### src/rtl/ic_pair_pkg.sv
package ic_pair_pkg;
    typedef enum logic [1:0] {
        SP_IO  = 2'd0,
        SP_ID  = 2'd1,
        SP_ACK = 2'd2,
        SP_MEM = 2'd3
    } space_e;

    typedef enum logic {
        BUS_IDLE = 1'b0,
        BUS_RESP = 1'b1
    } bus_st_e;

    // Status/mask byte offset inside a group window (raw byte address)
    localparam logic [4:0] STAT_OFS = 5'h0A;
    localparam int unsigned GRP_SHIFT = 5;
endpackage

### src/rtl/ic_group.sv
module ic_group #(
    parameter int unsigned DW = 8
) (
    input  logic          clk,
    input  logic          rst_n,
    input  logic [DW-1:0] set_i,
    input  logic [DW-1:0] clr_i,
    input  logic          mask_we,
    input  logic [DW-1:0] mask_d,
    output logic [DW-1:0] status_o,
    output logic [DW-1:0] mask_o,
    output logic          pend_o
);
    logic [DW-1:0] status_q, mask_q;

    always_ff @(posedge clk or negedge rst_n) begin
        if (!rst_n) begin
            status_q <= '0;
            mask_q   <= '0;
        end else begin
            status_q <= (status_q & ~clr_i) | set_i;
            if (mask_we) mask_q <= mask_d;
        end
    end

    assign status_o = status_q;
    assign mask_o   = mask_q;
    assign pend_o   = |(status_q & mask_q);

    a_r2_set_lands: assert property (@(posedge clk) disable iff (!rst_n)
        (|set_i) |=> ((status_o & $past(set_i)) == $past(set_i)));
    a_r3_clear_lands: assert property (@(posedge clk) disable iff (!rst_n)
        (|(clr_i & ~set_i)) |=> ((status_o & $past(clr_i & ~set_i)) == '0));
    a_r4_status_hold: assert property (@(posedge clk) disable iff (!rst_n)
        (set_i == '0 && clr_i == '0) |=> $stable(status_o));
    a_r6_mask_load: assert property (@(posedge clk) disable iff (!rst_n)
        mask_we |=> (mask_o == $past(mask_d)));
endmodule

### src/rtl/ic_bus_ctl.sv
module ic_bus_ctl
    import ic_pair_pkg::*;
#(
    parameter int unsigned NGROUPS = 4,
    parameter int unsigned DW      = 8,
    parameter int unsigned AW      = 8
) (
    input  logic                  clk,
    input  logic                  rst_n,
    input  logic [1:0]            space,
    input  logic [AW-1:0]         addr,
    input  logic                  wr,
    input  logic                  rd,
    input  logic [DW-1:0]         wdata,
    input  logic [NGROUPS*DW-1:0] status_all,
    output logic [NGROUPS-1:0]    mask_we,
    output logic [DW-1:0]         mask_d,
    output logic [DW-1:0]         rdata,
    output logic                  rvalid
);
    localparam int unsigned GIW = (NGROUPS > 1) ? $clog2(NGROUPS) : 1;

    bus_st_e       st_q, st_n;
    logic [DW-1:0] vec_q, rdata_q, rd_val;
    logic [GIW-1:0] grp;
    logic          io_hit, vec_we;

    assign grp    = GIW'(addr >> GRP_SHIFT);
    assign io_hit = ((addr >> (GRP_SHIFT + GIW)) == '0) && (addr[4:0] == STAT_OFS);
    assign vec_we = wr && (space == SP_ID || space == SP_MEM) && (addr == AW'(1));
    assign mask_d = wdata;

    for (genvar g = 0; g < NGROUPS; g++) begin : g_we
        assign mask_we[g] = wr && (space == SP_IO) && io_hit && (grp == GIW'(g));
    end

    always_comb begin
        st_n = st_q;
        unique case (st_q)
            BUS_IDLE: if (rd) st_n = BUS_RESP;
            BUS_RESP: if (!rd) st_n = BUS_IDLE;
        endcase
    end

    always_comb begin
        rd_val = '0;
        unique case (space)
            SP_IO:  if (io_hit) rd_val = status_all[grp*DW +: DW];
            SP_ACK: if (addr == AW'(0) || addr == AW'(2)) rd_val = vec_q;
            SP_ID:  rd_val = '0;
            SP_MEM: rd_val = '0;
        endcase
    end

    always_ff @(posedge clk or negedge rst_n) begin
        if (!rst_n) st_q <= BUS_IDLE;
        else        st_q <= st_n;
    end

    always_ff @(posedge clk or negedge rst_n) begin
        if (!rst_n) begin
            rdata_q <= '0;
            vec_q   <= '0;
        end else begin
            if (rd)     rdata_q <= rd_val;
            if (vec_we) vec_q   <= wdata;
        end
    end

    assign rdata  = rdata_q;
    assign rvalid = (st_q == BUS_RESP);

    a_r5_rvalid_follows: assert property (@(posedge clk) disable iff (!rst_n)
        rd |=> rvalid);
    a_r8_vec_hold: assert property (@(posedge clk) disable iff (!rst_n)
        !wr |=> $stable(vec_q));
    a_r9_ack_other_zero: assert property (@(posedge clk) disable iff (!rst_n)
        (rd && space == SP_ACK && addr != AW'(0) && addr != AW'(2)) |=> (rdata == '0));
    a_r10_we_onehot: assert property (@(posedge clk) disable iff (!rst_n)
        $onehot0(mask_we));
endmodule

### src/rtl/ic_pair_top.sv
module ic_pair_top #(
    parameter int unsigned NGROUPS = 4,
    parameter int unsigned DW      = 8,
    parameter int unsigned AW      = 8,
    localparam int unsigned NLINES = NGROUPS / 2,
    localparam int unsigned EW     = NGROUPS * DW
) (
    input  logic              clk,
    input  logic              rst_n,
    input  logic [1:0]        bus_space,
    input  logic [AW-1:0]     bus_addr,
    input  logic              bus_wr,
    input  logic              bus_rd,
    input  logic [DW-1:0]     bus_wdata,
    output logic [DW-1:0]     bus_rdata,
    output logic              bus_rvalid,
    input  logic [EW-1:0]     evt_set,
    input  logic [EW-1:0]     evt_clr,
    output logic [NLINES-1:0] irq
);
    logic [EW-1:0]      status_all, mask_all;
    logic [NGROUPS-1:0] mask_we, pend;
    logic [DW-1:0]      mask_d;

    ic_bus_ctl #(.NGROUPS(NGROUPS), .DW(DW), .AW(AW)) u_bus (
        .clk(clk), .rst_n(rst_n), .space(bus_space), .addr(bus_addr),
        .wr(bus_wr), .rd(bus_rd), .wdata(bus_wdata), .status_all(status_all),
        .mask_we(mask_we), .mask_d(mask_d), .rdata(bus_rdata), .rvalid(bus_rvalid)
    );

    for (genvar g = 0; g < NGROUPS; g++) begin : g_grp
        ic_group #(.DW(DW)) u_grp (
            .clk(clk), .rst_n(rst_n),
            .set_i(evt_set[g*DW +: DW]), .clr_i(evt_clr[g*DW +: DW]),
            .mask_we(mask_we[g]), .mask_d(mask_d),
            .status_o(status_all[g*DW +: DW]), .mask_o(mask_all[g*DW +: DW]),
            .pend_o(pend[g])
        );
    end

    for (genvar l = 0; l < NLINES; l++) begin : g_line
        assign irq[l] = pend[2*l] | pend[2*l+1];

        // a line with both of its masks cleared stays low
        a_r6_masked_quiet: assert property (@(posedge clk) disable iff (!rst_n)
            (mask_all[2*l*DW +: 2*DW] == '0) |-> !irq[l]);
        // a line with no pending status in its groups stays low
        a_r7_idle_quiet: assert property (@(posedge clk) disable iff (!rst_n)
            (status_all[2*l*DW +: 2*DW] == '0) |-> !irq[l]);
    end
endmodule

### config.mk
export PLATFORM = sky130hd
export DESIGN_NAME = ic_pair_top
export DESIGN_NICKNAME = d
export VERILOG_FILES = /design/src/rtl/ic_pair_pkg.sv /design/src/rtl/ic_group.sv /design/src/rtl/ic_bus_ctl.sv /design/src/rtl/ic_pair_top.sv
export SDC_FILE = /design/constraint.sdc
export NUM_CORES = 1
export LEC_CHECK = 0
export ABC_CLOCK_PERIOD_IN_PS = 1800
export CORE_ASPECT_RATIO = 2
export CORE_UTILIZATION = 53
export DETAILED_ROUTE_END_ITERATION = 16
export PLACE_DENSITY = 0.85
export SKIP_CTS_REPAIR_TIMING = 1
export SYNTH_ARGS = -nofsm -noshare
export SYNTH_HDL_FRONTEND = slang
export SYNTH_HIERARCHICAL = 1
export SYNTH_SLANG_ARGS = --single-unit
### constraint.sdc
create_clock -name clk -period 1.8 [get_ports clk]
set_input_delay 0.18 -clock clk [delete_from_list [all_inputs] [get_ports clk]]
set_output_delay 0.18 -clock clk [all_outputs]
set_load 0.1 [all_outputs]
==> results by group <==
Worst setup path
  – WS Path Type: flip-flop to output port
  – CP arrival: 1570 ps
  – R2R setup slack: 560 ps
  – Startpoint type of the worst setup path: flip-flop
  – Crit path max fanout: 3
  – CP delay by family, top: flip-flops
  – Reg2reg end: u_bus/rdata[4]
  – Slowest cell delay on critical path: 400 ps
  – Cell Chain, Critical Path: a22oi_1 -> nand4_1 -> or2_1 -> buf_12
  – Worst path slowest cell: dfrtp_1
  – R2R cell count: 3
  – CP Capture Type: output port
  – Worst reg2reg startpoint: g_grp[1].u_grp/status_o[4]
  – WP buf/inv: 1
  – Crit path required time: 1620 ps

Power and ir drop
  – Combinational Power Share: 12.6%
  – Clock power frac: 43.7%
  – Switching share of total power: 21.69%
  – Int Pwr: 0.003501 W
  – Pleak: 2.507 nW
  – Switch Pwr: 0.0009699 W
  – Pwr per Cell Area: 850.4 nW/um2
  – Peak supply drop: 0.9681 mV
  – Seq pwr share: 43.7%

Global routing
  – M3 GR Usage: 5.970%
  – GR Layer Usage met1: 29.62%
  – GRT Max-Usage Layer: met2
  – Global-route met2 utilization: 50.00%
  – Total gr overflow: 0
  – Tot GR Track Use: 28.18%
  – Pin count of the biggest net entering global routing: 42
  – First-pass GRT wire length: 14.79 mm
  – Antenna violations before repair: 0
  – Vias in the first global route: 3033

STA
  – Final Hold Viols: 0
  – Setup violators final: 0
  – Post-layout min period: 1754 ps
  – Fin crit share: 97.43%
  – Final TNS setup: 0 ps
  – Fmax: 570.2 MHz
  – Slew margin rel.: 64.67%
  – Slew @ Worst Pin: 530.0 ps
  – Final Max Tran Viols: 0
  – RSZ-0062 raised after global routing: false
  – Worst clock skew: 3.916 ps

Finish
  – Reg area: 2027 um2
  – Area of the multi-input gates: 1510 um2
  – ANT cells: 0
  – Share of cells above drive strength 1: 26.77%
  – Final cell utilization of the core: 76.34%
  – Final layout net count: 477
  – Area Growth Syn to Fin: 40.21%
  – Fillers: 473

Synthesis
  – Count leader, synth: dfrtp_1
  – Register area share after synthesis: 54.05%
  – Cell taking the most area after synthesis: dfrtp_1
  – Seq cells post-synth: 81
  – Share of the synthesized area in the top cell type: 54.05%
  – Post-synth EDFFs: 0
  – Yosys warnings: 6
  – Synth cell count leaders: dfrtp_1 (81), inv_1 (34), a21o_1 (32), mux2_4 (32), nand4_1 (20)
  – Post-Syn Area: 3750 um2
  – Async SR Flop Fraction: 100.0%
  – Syn avg cell area: 13.49 um2
  – Main synth FF type: dfrtp_1
  – Yosys cell types: 21
  – Main area contributors after synthesis: dfrtp_1 (54%), mux2_4 (13%), a21o_1 (6.4%)
  – Synth Instances: 278
  – Net count after synthesis: 364

Placed design
  – HPWL after detailed placement: 6.987 mm
  – IO Port Bufs: 96
  – GP Congestion: 0.8344

Route
  – DRC: 0
  – 1st-iter DRT viols: 151
  – Via density per instance: 5.591
  – DR pass1 iterations: 4
  – ANT nets after route: 0
  – Routed wire length: 9.255 mm
  – Routed vias: 2717
  – Wirelength per Cell: 19.04 um

Job
  – Max-Cap Viols: 0

Floorplanning
  – Die Width: 61.48 um
  – Die ar.: 7436 um2
  – Num rows: 43
  – Io pins: 97
  – Initial Util: 54.45%
  – Die Y: 121.0 um
  – Core area: 6887 um2

Min path
  – Hold crit path type: input pin to async pin

CTS
  – Clk_lat worst skew: 330 ps
  – Clock transition at the registers of the reported paths: 60 ps
  – Clk sinks: 81
  – CTS Buffer Depth: 2
  – Root buffer cell: clkbuf_16
  – CTS H-Tree Depth: 3
  – Number of CTS-inserted buffers: 9
  – TritonCTS clock tree: done

Run status
  – Status: completed
[registers in the layout (all words and copies together), names as in the netlist]
signal                cells
g_grp.u_grp/mask_o       32
u_bus/rvalid              1
u_bus/vec_q               8
g_grp.u_grp/status_o     32
u_bus/rdata               8
[layer usage]
| layer | vias up | wire (um) | part of all wire, % |
|---|---|---|---|
| li1 | 1219 | - | - |
| met1 | 1367 | 3190 | 34 |
| met2 | 104 | 5388 | 58 |
| met3 | 27 | 373 | 4.0 |
| met4 | 0 | 302 | 3.3 |
| met5 | - | 0 | 0 |
[cells by family (layout without fill, tap and decap cells)]
family	Yosys count	in the layout	share of synthesized area [%]
flops	81	81	54.05
buf+inv	51	169	6.873
simple gates	50	50	9.443
mux	48	48	20.02
compound gates	48	48	9.610
[stage by stage]
step	worst slack (ps)	std cells	power [W]	instance area [um2]	hold WS, ps
after floorplan	219.2	278	0.002186	3750	-115.6
after global placement	-316.8	469	0.002515	4878	180.1
after detailed placement	-372.6	469	0.002535	4878	191.3
after CTS	-40.21	485	0.004495	5202	-165.6
after global routing	3.747	486	0.004620	5258	401.4
final	46.19	486	0.004471	5258	364.8
[power by group through the flow]
stage / Clock (W) / Combinational [W] / Sequential [W]
global placement: 0 / 0.000539 / 0.00198
CTS: 0.00199 / 0.000558 / 0.00195
global route: 0.00206 / 0.000600 / 0.00196
detailed placement: 0 / 0.000556 / 0.00198
finish: 0.00196 / 0.000562 / 0.00195
floorplan: 0 / 0.000220 / 0.00197
[area by class of cell]
type | instances | share of cell area, %
well taps | 90 | 2.142
clock inverters | 2 | 1.142
repair buffers | 119 | 21.99
inverters | 34 | 2.427
multi-input cells | 146 | 28.72
flip-flops and latches | 81 | 38.55
clock buffers | 14 | 5.021
[placed cells by master, fill, tap and decap left out, drive strengths merged]
master,instances
and4b,1
mux4,8
a21o,32
nand2b,8
nand3,10
bufinv,2
dlygate4sd3,1
nor4,1
mux2,40
clkbuf,14
clkdlybuf4s50,84
nor4bb,2
a22oi,16
nor3,6
dfrtp,81
inv,34
or2,2
nand4,20
buf,34
[worst max path at each step]
stage | from | to | slack, ps | depth (start not counted)
global placement | bus_addr[1] | g_grp[0].u_grp/mask_o[7] | -320 | 6
CTS | bus_addr[1] | g_grp[0].u_grp/mask_o[6] | -40 | 6
finish | g_grp[1].u_grp/status_o[6] | irq[0] | 50 | 4
floorplan | bus_addr[0] | g_grp[0].u_grp/mask_o[0] | 220 | 5
detailed placement | bus_addr[1] | g_grp[0].u_grp/mask_o[4] | -370 | 6
global route | g_grp[1].u_grp/status_o[6] | irq[0] | 4 | 4
Power figures use the tool's default switching activity.
